### config.mk
export PLATFORM = sky130hd
export DESIGN_NAME = mdio_mgmt_ctrl
export DESIGN_NICKNAME = d
export VERILOG_FILES = /design/src/rtl/mdio_pkg.sv /design/src/rtl/mdio_mdc_gen.sv /design/src/rtl/mdio_frame_engine.sv /design/src/rtl/mdio_mgmt_ctrl.sv
export SDC_FILE = /design/constraint.sdc
export NUM_CORES = 1
export LEC_CHECK = 0
export ABC_AREA = 1
export ABC_CLOCK_PERIOD_IN_PS = 2300
export CAP_MARGIN = 10
export CORE_MARGIN = 5
export CORE_UTILIZATION = 45
export DETAILED_ROUTE_END_ITERATION = 10
export DONT_BUFFER_PORTS = 1
export PLACE_DENSITY = 0.56
export SETUP_SLACK_MARGIN = 0.5
export SKIP_LAST_GASP = 1
export SLEW_MARGIN = 20
export SYNTH_ARGS = -nofsm -noshare
export SYNTH_HDL_FRONTEND = slang
export SYNTH_SLANG_ARGS = --single-unit
### constraint.sdc
create_clock -name clk -period 2.3 [get_ports clk]
set_clock_uncertainty 0.15 [all_clocks]
set_input_delay 0.46 -clock clk [delete_from_list [all_inputs] [get_ports clk]]
set_output_delay 0.46 -clock clk [all_outputs]
set_load 0.02 [all_outputs]
### src/rtl/mdio_pkg.sv
package mdio_pkg;
    typedef enum logic [2:0] {
        ST_IDLE,
        ST_PRE,
        ST_HDR,
        ST_TA,
        ST_DATA,
        ST_TAIL
    } mdio_state_e;

    localparam int PRE_BITS  = 32;
    localparam int HDR_BITS  = 14;
    localparam int TA_BITS   = 2;
    localparam int DATA_BITS = 16;

    localparam logic [1:0] SOF_CODE = 2'b01;
    localparam logic [1:0] OP_READ  = 2'b10;
    localparam logic [1:0] OP_WRITE = 2'b01;

    localparam logic [2:0] OFF_TARGET = 3'd0;
    localparam logic [2:0] OFF_CMD    = 3'd1;
    localparam logic [2:0] OFF_WDATA  = 3'd2;
    localparam logic [2:0] OFF_RESULT = 3'd3;
    localparam logic [2:0] OFF_FLAGS  = 3'd4;
endpackage

### src/rtl/mdio_mdc_gen.sv
module mdio_mdc_gen #(
    parameter int DIV_HALF = 2
) (
    input  logic clk,
    input  logic rst_n,
    output logic mdc_o,
    output logic rise_tick_o,
    output logic fall_tick_o
);
    localparam int CW = (DIV_HALF > 1) ? $clog2(DIV_HALF) : 1;
    localparam logic [CW-1:0] LAST = CW'(DIV_HALF - 1);

    logic [CW-1:0] div_q;
    logic          wrap;

    assign wrap        = (div_q == LAST);
    assign rise_tick_o = wrap && !mdc_o;
    assign fall_tick_o = wrap && mdc_o;

    always_ff @(posedge clk) begin
        if (!rst_n) begin
            div_q <= '0;
            mdc_o <= 1'b0;
        end else if (wrap) begin
            div_q <= '0;
            mdc_o <= ~mdc_o;
        end else begin
            div_q <= div_q + 1'b1;
        end
    end

    AST_MDC_RISES: assert property (@(posedge clk) disable iff (!rst_n)
        rise_tick_o |=> mdc_o);
    AST_MDC_FALLS: assert property (@(posedge clk) disable iff (!rst_n)
        fall_tick_o |=> !mdc_o);
endmodule

### src/rtl/mdio_frame_engine.sv
module mdio_frame_engine
    import mdio_pkg::*;
(
    input  logic        clk,
    input  logic        rst_n,
    input  logic        rise_tick_i,
    input  logic        fall_tick_i,
    input  logic        start_i,
    input  logic        op_rd_i,
    input  logic [4:0]  phy_i,
    input  logic [4:0]  reg_i,
    input  logic [15:0] wdata_i,
    input  logic        mdio_i,
    output logic        busy_o,
    output logic        rd_done_o,
    output logic [15:0] rdata_o,
    output logic        mdio_o,
    output logic        mdio_oe_o
);
    mdio_state_e state_q, state_d;
    logic [4:0]  cnt_q;
    logic [13:0] hdr_q;
    logic [15:0] tx_q;
    logic [15:0] rx_q;
    logic        rd_q;
    logic        smp_q;
    logic        step;

    function automatic logic [4:0] last_idx(input mdio_state_e s);
        case (s)
            ST_PRE:  last_idx = 5'(PRE_BITS - 1);
            ST_HDR:  last_idx = 5'(HDR_BITS - 1);
            ST_TA:   last_idx = 5'(TA_BITS - 1);
            ST_DATA: last_idx = 5'(DATA_BITS - 1);
            default: last_idx = 5'd0;
        endcase
    endfunction

    assign step      = fall_tick_i && (cnt_q == last_idx(state_q));
    assign busy_o    = (state_q != ST_IDLE);
    assign rd_done_o = (state_q == ST_TAIL) && fall_tick_i && rd_q;
    assign rdata_o   = rx_q;

    always_comb begin
        state_d = state_q;
        unique case (state_q)
            ST_IDLE: if (start_i)     state_d = ST_PRE;
            ST_PRE:  if (step)        state_d = ST_HDR;
            ST_HDR:  if (step)        state_d = ST_TA;
            ST_TA:   if (step)        state_d = ST_DATA;
            ST_DATA: if (step)        state_d = ST_TAIL;
            ST_TAIL: if (fall_tick_i) state_d = ST_IDLE;
            default:                  state_d = ST_IDLE;
        endcase
    end

    always_ff @(posedge clk) begin
        if (!rst_n) state_q <= ST_IDLE;
        else        state_q <= state_d;
    end

    always_ff @(posedge clk) begin
        if (!rst_n) begin
            cnt_q     <= '0;
            hdr_q     <= '0;
            tx_q      <= '0;
            rx_q      <= '0;
            rd_q      <= 1'b0;
            smp_q     <= 1'b0;
            mdio_o    <= 1'b1;
            mdio_oe_o <= 1'b0;
        end else begin
            if (state_q == ST_IDLE) begin
                if (start_i) begin
                    cnt_q <= '0;
                    hdr_q <= {SOF_CODE, (op_rd_i ? OP_READ : OP_WRITE), phy_i, reg_i};
                    tx_q  <= wdata_i;
                    rd_q  <= op_rd_i;
                end
            end else if (fall_tick_i) begin
                cnt_q <= step ? 5'd0 : cnt_q + 5'd1;
                unique case (state_q)
                    ST_PRE: begin
                        mdio_o    <= 1'b1;
                        mdio_oe_o <= 1'b1;
                    end
                    ST_HDR: begin
                        mdio_o    <= hdr_q[13];
                        hdr_q     <= {hdr_q[12:0], 1'b0};
                        mdio_oe_o <= 1'b1;
                    end
                    ST_TA: begin
                        mdio_oe_o <= !rd_q;
                        mdio_o    <= rd_q ? 1'b1 : (cnt_q == 5'd0);
                    end
                    ST_DATA: begin
                        if (rd_q) begin
                            mdio_oe_o <= 1'b0;
                            mdio_o    <= 1'b1;
                            smp_q     <= 1'b1;
                        end else begin
                            mdio_o    <= tx_q[15];
                            tx_q      <= {tx_q[14:0], 1'b0};
                            mdio_oe_o <= 1'b1;
                        end
                    end
                    ST_TAIL: begin
                        mdio_oe_o <= 1'b0;
                        mdio_o    <= 1'b1;
                        smp_q     <= 1'b0;
                    end
                    default: ;
                endcase
            end
            if (rise_tick_i && smp_q) rx_q <= {rx_q[14:0], mdio_i};
        end
    end

    AST_DRIVE_ON_FALL: assert property (@(posedge clk) disable iff (!rst_n)
        !fall_tick_i |=> $stable(mdio_o));
    AST_IDLE_RELEASED: assert property (@(posedge clk) disable iff (!rst_n)
        (state_q == ST_IDLE) |-> !mdio_oe_o);
    AST_START_IDLE_ONLY: assert property (@(posedge clk) disable iff (!rst_n)
        start_i |-> (state_q == ST_IDLE));
    AST_READ_RELEASED: assert property (@(posedge clk) disable iff (!rst_n)
        (rd_q && state_q == ST_DATA) |-> !mdio_oe_o);
endmodule

### src/rtl/mdio_mgmt_ctrl.sv
module mdio_mgmt_ctrl
    import mdio_pkg::*;
#(
    parameter int DIV_HALF = 2,
    parameter int ADDR_W   = 3
) (
    input  logic              clk,
    input  logic              rst_n,
    input  logic              bus_we,
    input  logic [ADDR_W-1:0] bus_addr,
    input  logic [31:0]       bus_wdata,
    output logic [31:0]       bus_rdata,
    output logic              mdc_o,
    output logic              mdio_o,
    output logic              mdio_oe_o,
    input  logic              mdio_i
);
    logic [4:0]  phy_q;
    logic [4:0]  reg_q;
    logic        cmd_q;
    logic [15:0] wdat_q;
    logic [15:0] result_q;
    logic        nv_q;
    logic        busy;
    logic        rd_done;
    logic [15:0] eng_rdata;
    logic        rise_tick;
    logic        fall_tick;
    logic        hit_cmd;
    logic        hit_wdata;
    logic        start_rd;
    logic        start_wr;
    logic        unused_hi;

    assign unused_hi = ^bus_wdata[31:16];
    assign hit_cmd   = bus_we && (bus_addr == ADDR_W'(OFF_CMD));
    assign hit_wdata = bus_we && (bus_addr == ADDR_W'(OFF_WDATA));
    assign start_rd  = hit_cmd && bus_wdata[0] && !cmd_q && !busy;
    assign start_wr  = hit_wdata && !busy;

    mdio_mdc_gen #(.DIV_HALF(DIV_HALF)) clkgen_i (
        .clk        (clk),
        .rst_n      (rst_n),
        .mdc_o      (mdc_o),
        .rise_tick_o(rise_tick),
        .fall_tick_o(fall_tick)
    );

    mdio_frame_engine engine_i (
        .clk        (clk),
        .rst_n      (rst_n),
        .rise_tick_i(rise_tick),
        .fall_tick_i(fall_tick),
        .start_i    (start_rd || start_wr),
        .op_rd_i    (start_rd),
        .phy_i      (phy_q),
        .reg_i      (reg_q),
        .wdata_i    (bus_wdata[15:0]),
        .mdio_i     (mdio_i),
        .busy_o     (busy),
        .rd_done_o  (rd_done),
        .rdata_o    (eng_rdata),
        .mdio_o     (mdio_o),
        .mdio_oe_o  (mdio_oe_o)
    );

    always_ff @(posedge clk) begin
        if (!rst_n) begin
            phy_q    <= '0;
            reg_q    <= '0;
            cmd_q    <= 1'b0;
            wdat_q   <= '0;
            result_q <= '0;
            nv_q     <= 1'b0;
        end else begin
            if (bus_we && bus_addr == ADDR_W'(OFF_TARGET) && !busy) begin
                phy_q <= bus_wdata[12:8];
                reg_q <= bus_wdata[4:0];
            end
            if (hit_cmd)  cmd_q  <= bus_wdata[0];
            if (start_wr) wdat_q <= bus_wdata[15:0];
            if (start_rd)     nv_q <= 1'b1;
            else if (rd_done) nv_q <= 1'b0;
            if (rd_done) result_q <= eng_rdata;
        end
    end

    always_comb begin
        bus_rdata = '0;
        case (bus_addr)
            ADDR_W'(OFF_TARGET): bus_rdata = {19'd0, phy_q, 3'd0, reg_q};
            ADDR_W'(OFF_CMD):    bus_rdata = {31'd0, cmd_q};
            ADDR_W'(OFF_WDATA):  bus_rdata = {16'd0, wdat_q};
            ADDR_W'(OFF_RESULT): bus_rdata = {16'd0, result_q};
            ADDR_W'(OFF_FLAGS):  bus_rdata = {30'd0, nv_q, busy};
            default:             bus_rdata = {31'd0, unused_hi & 1'b0};
        endcase
    end

    AST_NV_WITHIN_BUSY: assert property (@(posedge clk) disable iff (!rst_n)
        nv_q |-> busy);
    AST_RESULT_HOLD: assert property (@(posedge clk) disable iff (!rst_n)
        !rd_done |=> $stable(result_q));
    AST_BUSY_TILL_END: assert property (@(posedge clk) disable iff (!rst_n)
        (busy && !fall_tick) |=> busy);
endmodule

==> results of run 1 <==
==> state kept, by name, summed over array words and instances, names as in the netlist <==
| signal | cells |
|---|---|
| engine_i.rdata_o | 16 |
| engine_i.tx_q | 16 |
| result_q | 16 |
| wdat_q | 16 |
| engine_i.hdr_q | 14 |
| engine_i.cnt_q | 5 |
| phy_q | 5 |
| reg_q | 5 |
| engine_i.state_q | 3 |
| clkgen_i.div_q | 1 |
| clkgen_i.mdc_o | 1 |
| cmd_q | 1 |
| engine_i.mdio_o | 1 |
| engine_i.mdio_oe_o | 1 |
| engine_i.rd_q | 1 |
| engine_i.smp_q | 1 |
| nv_q | 1 |
==> stage by stage <==
step | area (sq um) | hold slack [ps] | worst slack, ps | util, %
6_report | 5760 | 79.5 | 307 | 55.8
5_1_grt | 5760 | 29.1 | 225 | 55.8
4_1_cts | 5360 | 38.9 | 282 | 51.9
3_5_place_dp | 4930 | 305 | -36.6 | 47.8
3_3_place_gp | 4930 | 302 | -29.6 | 47.8
2_1_floorplan | 4920 | 286 | 363 | -
==> per-layer routing <==
metal | vias up | GRT usage [%]
met1 | 2023 | 27.3
met4 | 0 | 3.61
li1 | 2213 | -
met2 | 109 | 31.0
met5 | - | 0
met3 | 11 | 4.92
==> placed cells by master, fill, tap and decap left out, types with 3 or more instances in the layout <==
cell	n
sky130_fd_sc_hd__nand2_4	7
sky130_fd_sc_hd__dfxtp_1	99
sky130_fd_sc_hd__nand2_2	5
sky130_fd_sc_hd__a22oi_2	6
sky130_fd_sc_hd__a21oi_2	4
sky130_fd_sc_hd__inv_6	7
sky130_fd_sc_hd__nand2_1	100
sky130_fd_sc_hd__o21ai_4	4
sky130_fd_sc_hd__o21ai_2	17
sky130_fd_sc_hd__o21ai_1	25
sky130_fd_sc_hd__nand3_1	32
sky130_fd_sc_hd__inv_2	7
sky130_fd_sc_hd__a21oi_1	48
sky130_fd_sc_hd__inv_8	4
sky130_fd_sc_hd__a22o_4	6
sky130_fd_sc_hd__nand4_1	3
sky130_fd_sc_hd__nand3_4	3
sky130_fd_sc_hd__nor2_2	4
sky130_fd_sc_hd__conb_1	16
sky130_fd_sc_hd__nor2_1	120
sky130_fd_sc_hd__dfxtp_2	3
sky130_fd_sc_hd__inv_1	35
sky130_fd_sc_hd__o21ai_0	51
sky130_fd_sc_hd__nand2_8	4
sky130_fd_sc_hd__buf_6	11
sky130_fd_sc_hd__nand3_2	3
sky130_fd_sc_hd__clkbuf_8	9
sky130_fd_sc_hd__buf_4	27
sky130_fd_sc_hd__nor2_4	5
==> cell usage after synthesis (3+ instances only) <==
master                     number  share of area [%]
sky130_fd_sc_hd__a21oi_1       52                5.5
sky130_fd_sc_hd__a22o_1         6                1.1
sky130_fd_sc_hd__a22oi_1        6               0.95
sky130_fd_sc_hd__buf_2          5               0.53
sky130_fd_sc_hd__buf_4         18                2.8
sky130_fd_sc_hd__buf_6          3               0.71
sky130_fd_sc_hd__clkbuf_1      21                1.7
sky130_fd_sc_hd__dfxtp_1      104                 44
sky130_fd_sc_hd__inv_1         39                3.1
sky130_fd_sc_hd__inv_2          6               0.47
sky130_fd_sc_hd__nand2_1      106                8.4
sky130_fd_sc_hd__nand2_2        4               0.53
sky130_fd_sc_hd__nand3_1       34                3.6
sky130_fd_sc_hd__nand3_2        3               0.63
sky130_fd_sc_hd__nand4_1        3               0.39
sky130_fd_sc_hd__nor2_1       124                9.8
sky130_fd_sc_hd__nor2_2         3               0.39
sky130_fd_sc_hd__o21ai_0       80                8.4
sky130_fd_sc_hd__o21ai_1       16                1.7
==> critical path, delay by kind of cell, from the launching register on <==
family	cells	cell delay, ps
compound gates	2	420
flops	1	370
simple gates	2	220
==> cells by family (layout without fill, tap and decap cells) <==
family	count (synthesis)	after routing	synth area share [%]
AO/OA/AOI/OAI	169	169	19.2
XOR/XNOR	3	3	0.552
adder cells (fa/ha/maj)	2	2	0.525
buffers and inverters	98	111	10.1
flip-flops	104	104	43.7
other	1	16	0.0787
AND/OR/NAND/NOR	287	291	25.8
==> area by class of cell <==
type | count | area (sq um) | area share (%)
sequential | 104 | 2090 | 36.3
timing repair buffer | 42 | 377 | 6.54
multi-input combinational | 481 | 2660 | 46.1
tap | 136 | 170 | 2.95
timing repair inverter | 5 | 46.3 | 0.803
clock inverter | 7 | 76.3 | 1.32
clock buffer | 9 | 124 | 2.15
inverter | 48 | 220 | 3.82
==> repair_timing <==
action | in CTS | in global routing
gates cloned | 4 | 7
setup endpoints to repair | 78 | 84
resized for setup | 52 | 81
pin swaps | 7 | 33
setup buffers | 7 | 11
hold buffers | 0 | 0
==> power by group <==
| part | internal [mW] | switching (mW) |
|---|---|---|
| clock network | 0.514 | 0.670 |
| logic | 0.985 | 1.80 |
| registers | 2.07 | 0.163 |
| total | 3.57 | 2.63 |
==> worst paths after layout <==
| path | startpoint | end | slack, ps | depth (start not counted) |
|---|---|---|---|---|
| worst max register to register | engine_i.state_q[1] | engine_i.tx_q[7] | 430 | 12 |
| worst max-delay path | engine_i.state_q[1] | bus_rdata[0] | 310 | 4 |
| worst min register to register | engine_i.hdr_q[13] | engine_i.hdr_q[13] | 320 | 2 |
| worst min-delay path | rst_n | result_q[6] | 80 | 2 |
==> metrics.md, run 1 <==
| Metric | Value |
|---|---|
| Outcome | `finished, final reports clean` |
| Main synth FF type | `sky130_fd_sc_hd__dfxtp_1` |
| Fmax | `502 MHz` |
| Kind of critical path | `flop to primary output` |
| Arrival time at the worst endpoint | `1380 ps` |
| Core ar. | `10300 sq um` |
| Sink Count | `104` |
| Total leakage power | `2.31 nW` |
| CP Max Fanout | `5` |
| Final max-slew violation count | `0` |
| Horizontal extent of the die | `113 microns` |
| Global routing usage summed across all routing layers | `19.5%` |
| Setup TNS | `0 ps` |
| # diodes | `0` |
| Via count of the first global-routing pass | `3758` |
| Largest net degree at the start of global routing | `82` |
| Routed length on met2 | `6.12 mm` |
| # IOs | `74` |
| Crit path largest cell delay | `370 ps` |
| TritonCTS clock tree | `built` |
| Net total in the final layout | `732` |
| Post-synthesis cell count | `664` |
| Root buffer selected by CTS | `sky130_fd_sc_hd__clkbuf_8` |
| Clock insertion delay at the later pin of the skew report | `370 ps` |
| Number of flops mapped to enable cells by yosys | `0` |
| Via count normalized by instance count | `5.24` |
| Clock edge transition at the registers on the reported setup and hold paths | `110 ps` |
| Average detailed-routed wire length per instance | `15.9 microns` |
| Remaining max-slew budget at the tightest pin | `56.8%` |
| Mean instance size in the synthesized netlist | `7.18 sq um` |
| Total power of the final layout | `6.21 mW` |
| CP required | `1690 ps` |
| Number of H-tree levels | `3` |
| Category of the worst setup path launch point | `flop` |
| Synth async-reset ratio | `0%` |
| Ratio of total power to cell area | `1080 nW/um^2` |
| Number of I/O port buffers | `0` |
| Layout area overhead | `20.9%` |
| Global-route wire length before repair | `20.1 mm` |
| Antenna Nets Post-Route | `0` |
| First drt pass iteration count | `4` |
| Endpoint class of the critical path | `primary output` |
| Mapped Area | `4760 sq um` |
| Number of setup violations in the final report | `0` |
| Vert. Die Dim | `113 microns` |
| Proportion of layout cells with a drive suffix above 1 | `22.0%` |
| Endpoints failing hold | `0` |
| CTS max path bufs | `2` |
| Routed WL | `13.2 mm` |
| Final Cycle Share | `86.6%` |
| Top routing layer in use | `met4` |
| Die area | `12700 sq um` |
| Initial antenna violation count | `0` |
| Type of the most critical hold path | `input port to flop` |
| Highest-delay cell along the critical path | `sky130_fd_sc_hd__dfxtp_4` |
| Met3 wire len | `780 microns` |
| Total via count in the routed design | `4356` |
| Share of synthesized area occupied by flip-flops and latches | `43.7%` |
| Grt total ovfl | `0` |
| Met1 wire length | `6.12 mm` |
| Placed Cells | `787` |
| Max rail drop VDD | `592 uV` |
| Initial Utilization | `46.2%` |
| Flop and latch count out of synthesis | `104` |
| Placed wire-length estimate | `8.53 mm` |
| Ordered list of cells on the worst path | `nor2_4, nand2_4, a32oi_2, o2111ai_4` |
| Count of placed standard cells in the final layout, fillers left out | `832` |
| Cell variety after synth | `41` |
| Number of CTS-inserted buffers | `9` |
| Number of design rule violations left after detail routing | `0` |
| First-iteration detailed-routing DRC count | `310` |
| Number of filler instances in the final layout | `1002` |
| Yosys warning count | `0` |
| Fin crit period | `1990 ps` |
| Pin slew with the least headroom to its limit | `647 ps` |
| Count of maximum capacitance violations | `0` |
| Setup repair after global routing missed its margin | `true` |
| Std-Cell Rows | `37` |
| Global placement routability congestion | `0.825` |
Note: power is estimated with default switching activity, not from simulation.
==> run 2: changes to the inputs <==
Settings changed: BUFFER_PORTS_ARGS from default to -buffer_cell sky130_fd_sc_hd__buf_4, DONT_BUFFER_PORTS 1 to default, PLACE_DENSITY 0.56 to 0.62.
==> run 2 against run 1 <==
  * Maximum frequency decreased by 4.2%
  * Critical endpoint unchanged
  * Setup slack got worse by 87 ps
  * Flip-flop and latch count did not move
  * Register-to-register slack worse by 120 ps
  * Via count increased by 5.6%
==> metrics.md, run 2 (same netlist as run 1, synthesis figures left out) <==
| Metric | Value |
|---|---|
| Outcome | `finished, final reports clean` |
| Global-route wire length before repair | `20.2 mm` |
| Depth of the worst register-to-register path | `13` |
| Worst setup path start | `engine_i.state_q[0]` |
| Number of design rule violations left after detail routing | `0` |
| Average detailed-routed wire length per instance | `15.4 microns` |
| Max rail drop VDD | `617 uV` |
| Hold path startpoint | `bus_wdata[9]` |
| Proportion of layout cells with a drive suffix above 1 | `28.4%` |
| Endpoints failing hold | `0` |
| Placed wire-length estimate | `8.40 mm` |
| Count of maximum capacitance violations | `0` |
| Number of CTS-inserted buffers | `9` |
| Horizontal extent of the die | `113 microns` |
| TritonCTS clock tree | `built` |
| Global placement routability congestion | `0.844` |
| Fmax | `481 MHz` |
| Clock insertion delay at the later pin of the skew report | `370 ps` |
| First drt pass iteration count | `4` |
| End of the critical path | `bus_rdata[0]` |
| Core ar. | `10300 sq um` |
| Initial antenna violation count | `0` |
| Number of H-tree levels | `3` |
| Setup TNS | `0 ps` |
| Net total in the final layout | `769` |
| Grt total ovfl | `0` |
| Final max-slew violation count | `0` |
| Largest net degree at the start of global routing | `67` |
| Std-Cell Rows | `37` |
| Share of the core filled with cells | `60.7%` |
| Total leakage power | `2.55 nW` |
| Leading cell types in the layout, fill and taps excluded | `119 x sky130_fd_sc_hd__nor2_1, 100 x sky130_fd_sc_hd__dfxtp_1, 93 x sky130_fd_sc_hd__nand2_1, 52 x sky130_fd_sc_hd__buf_4, 48 x sky130_fd_sc_hd__o21ai_0` |
| Remaining max-slew budget at the tightest pin | `59.5%` |
| Arrival time at the worst endpoint | `1470 ps` |
| Final Cycle Share | `90.4%` |
| # diodes | `0` |
| Via count normalized by instance count | `5.29` |
| Initial Utilization | `46.2%` |
| CP required | `1690 ps` |
| CTS max path bufs | `2` |
| CP Max Fanout | `6` |
| Total via count in the routed design | `4600` |
| Type of the most critical hold path | `input port to flop` |
| Routed WL | `13.4 mm` |
| Placed Cells | `820` |
| Ordered list of cells on the worst path | `nor2_4, nand2_4, a32oi_2, o2111ai_2, buf_4` |
| Post-cts hold buffer count | `0` |
| Most common cell after layout, fill and taps aside | `sky130_fd_sc_hd__nor2_1` |
| Global routing usage summed across all routing layers | `19.8%` |
| Antenna Nets Post-Route | `0` |
| Pin slew with the least headroom to its limit | `605 ps` |
| Kind of critical path | `flop to primary output` |
| Via count of the first global-routing pass | `4111` |
| Reg2reg start | `engine_i.state_q[0]` |
| Vert. Die Dim | `113 microns` |
| Ratio of total power to cell area | `1120 nW/um^2` |
| Die area | `12700 sq um` |
| Sink Count | `104` |
| Endpoint class of the critical path | `primary output` |
| Root buffer selected by CTS | `sky130_fd_sc_hd__clkbuf_8` |
| Number of setup violations in the final report | `0` |
| Count of placed standard cells in the final layout, fillers left out | `869` |
| Reg-to-reg critical path endpoint | `engine_i.tx_q[9]` |
| Layout area overhead | `31.5%` |
| Clock edge transition at the registers on the reported setup and hold paths | `100 ps` |
| Setup repair after global routing missed its margin | `true` |
| # IOs | `74` |
| Category of the worst setup path launch point | `flop` |
| First-iteration detailed-routing DRC count | `234` |
| Reg-to-reg setup timing slack | `310 ps` |
| Crit path largest cell delay | `380 ps` |
| Fin crit period | `2080 ps` |
| Highest-delay cell along the critical path | `sky130_fd_sc_hd__dfxtp_4` |
| Number of I/O port buffers | `41` |
## run 2: timing repair
item / 4_1_cts / 5_1_grt
endpoints found under the setup margin: 62 / 77
pin swaps: 12 / 39
cloned: 5 / 2
resized for setup: 70 / 115
buffers inserted: 15 / 11
## run 2: critical path: cells and delay by family, from the launching register on
family / cells / cell delay, ps
buffers and inverters: 1 / 190
AOI/OAI and AO/OA: 2 / 320
and+or+nand+nor: 2 / 220
DFF: 1 / 380
## run 2: power breakdown
part | switching (mW) | leakage, nW | internal, mW | total [mW]
clock network | 0.623 | 0.105 | 0.621 | 1.24
logic | 2.23 | 1.60 | 1.31 | 3.54
registers | 0.176 | 0.847 | 2.08 | 2.25
total | 3.03 | 2.55 | 4.00 | 7.04
## run 2: final cells by class
| type | count | area (sq um) |
|---|---|---|
| inverter | 48 | 233 |
| fill | 923 | 4060 |
| multi-input combinational | 481 | 2750 |
| sequential | 104 | 2090 |
| clock inverter | 4 | 77.6 |
| tap | 136 | 170 |
| clock buffer | 12 | 135 |
| timing repair buffer | 82 | 778 |
| timing repair inverter | 2 | 27.5 |
## run 2: layer usage
metal	track usage (%)	vias up	routed length [microns]
met1	24.4	2159	5600
met3	5.45	23	691
met5	0	-	0
li1	-	2295	-
met2	32.9	123	6740
met4	7.13	0	327
## run 2: how the worst min path moves through the flow
stage                      endpoint  slack (ps)  cells past startpoint
3_3_place_gp   engine_i.rdata_o[15]         300                      2
6_report                   phy_q[1]         220                      3
4_1_cts                    phy_q[1]         200                      3
2_1_floorplan    engine_i.hdr_q[13]         290                      2
5_1_grt                   wdat_q[9]         200                      3
3_5_place_dp      engine_i.hdr_q[0]         310                      2
## run 2: through the flow
step	power, mW	hold WS (ps)	area, sq um	worst slack (ps)
6_report	7.04	220	6260	220
5_1_grt	7.51	203	6260	139
4_1_cts	6.27	198	5800	217
3_5_place_dp	4.39	308	5190	66.1
3_3_place_gp	4.34	301	5190	88.0
2_1_floorplan	4.09	286	4920	363
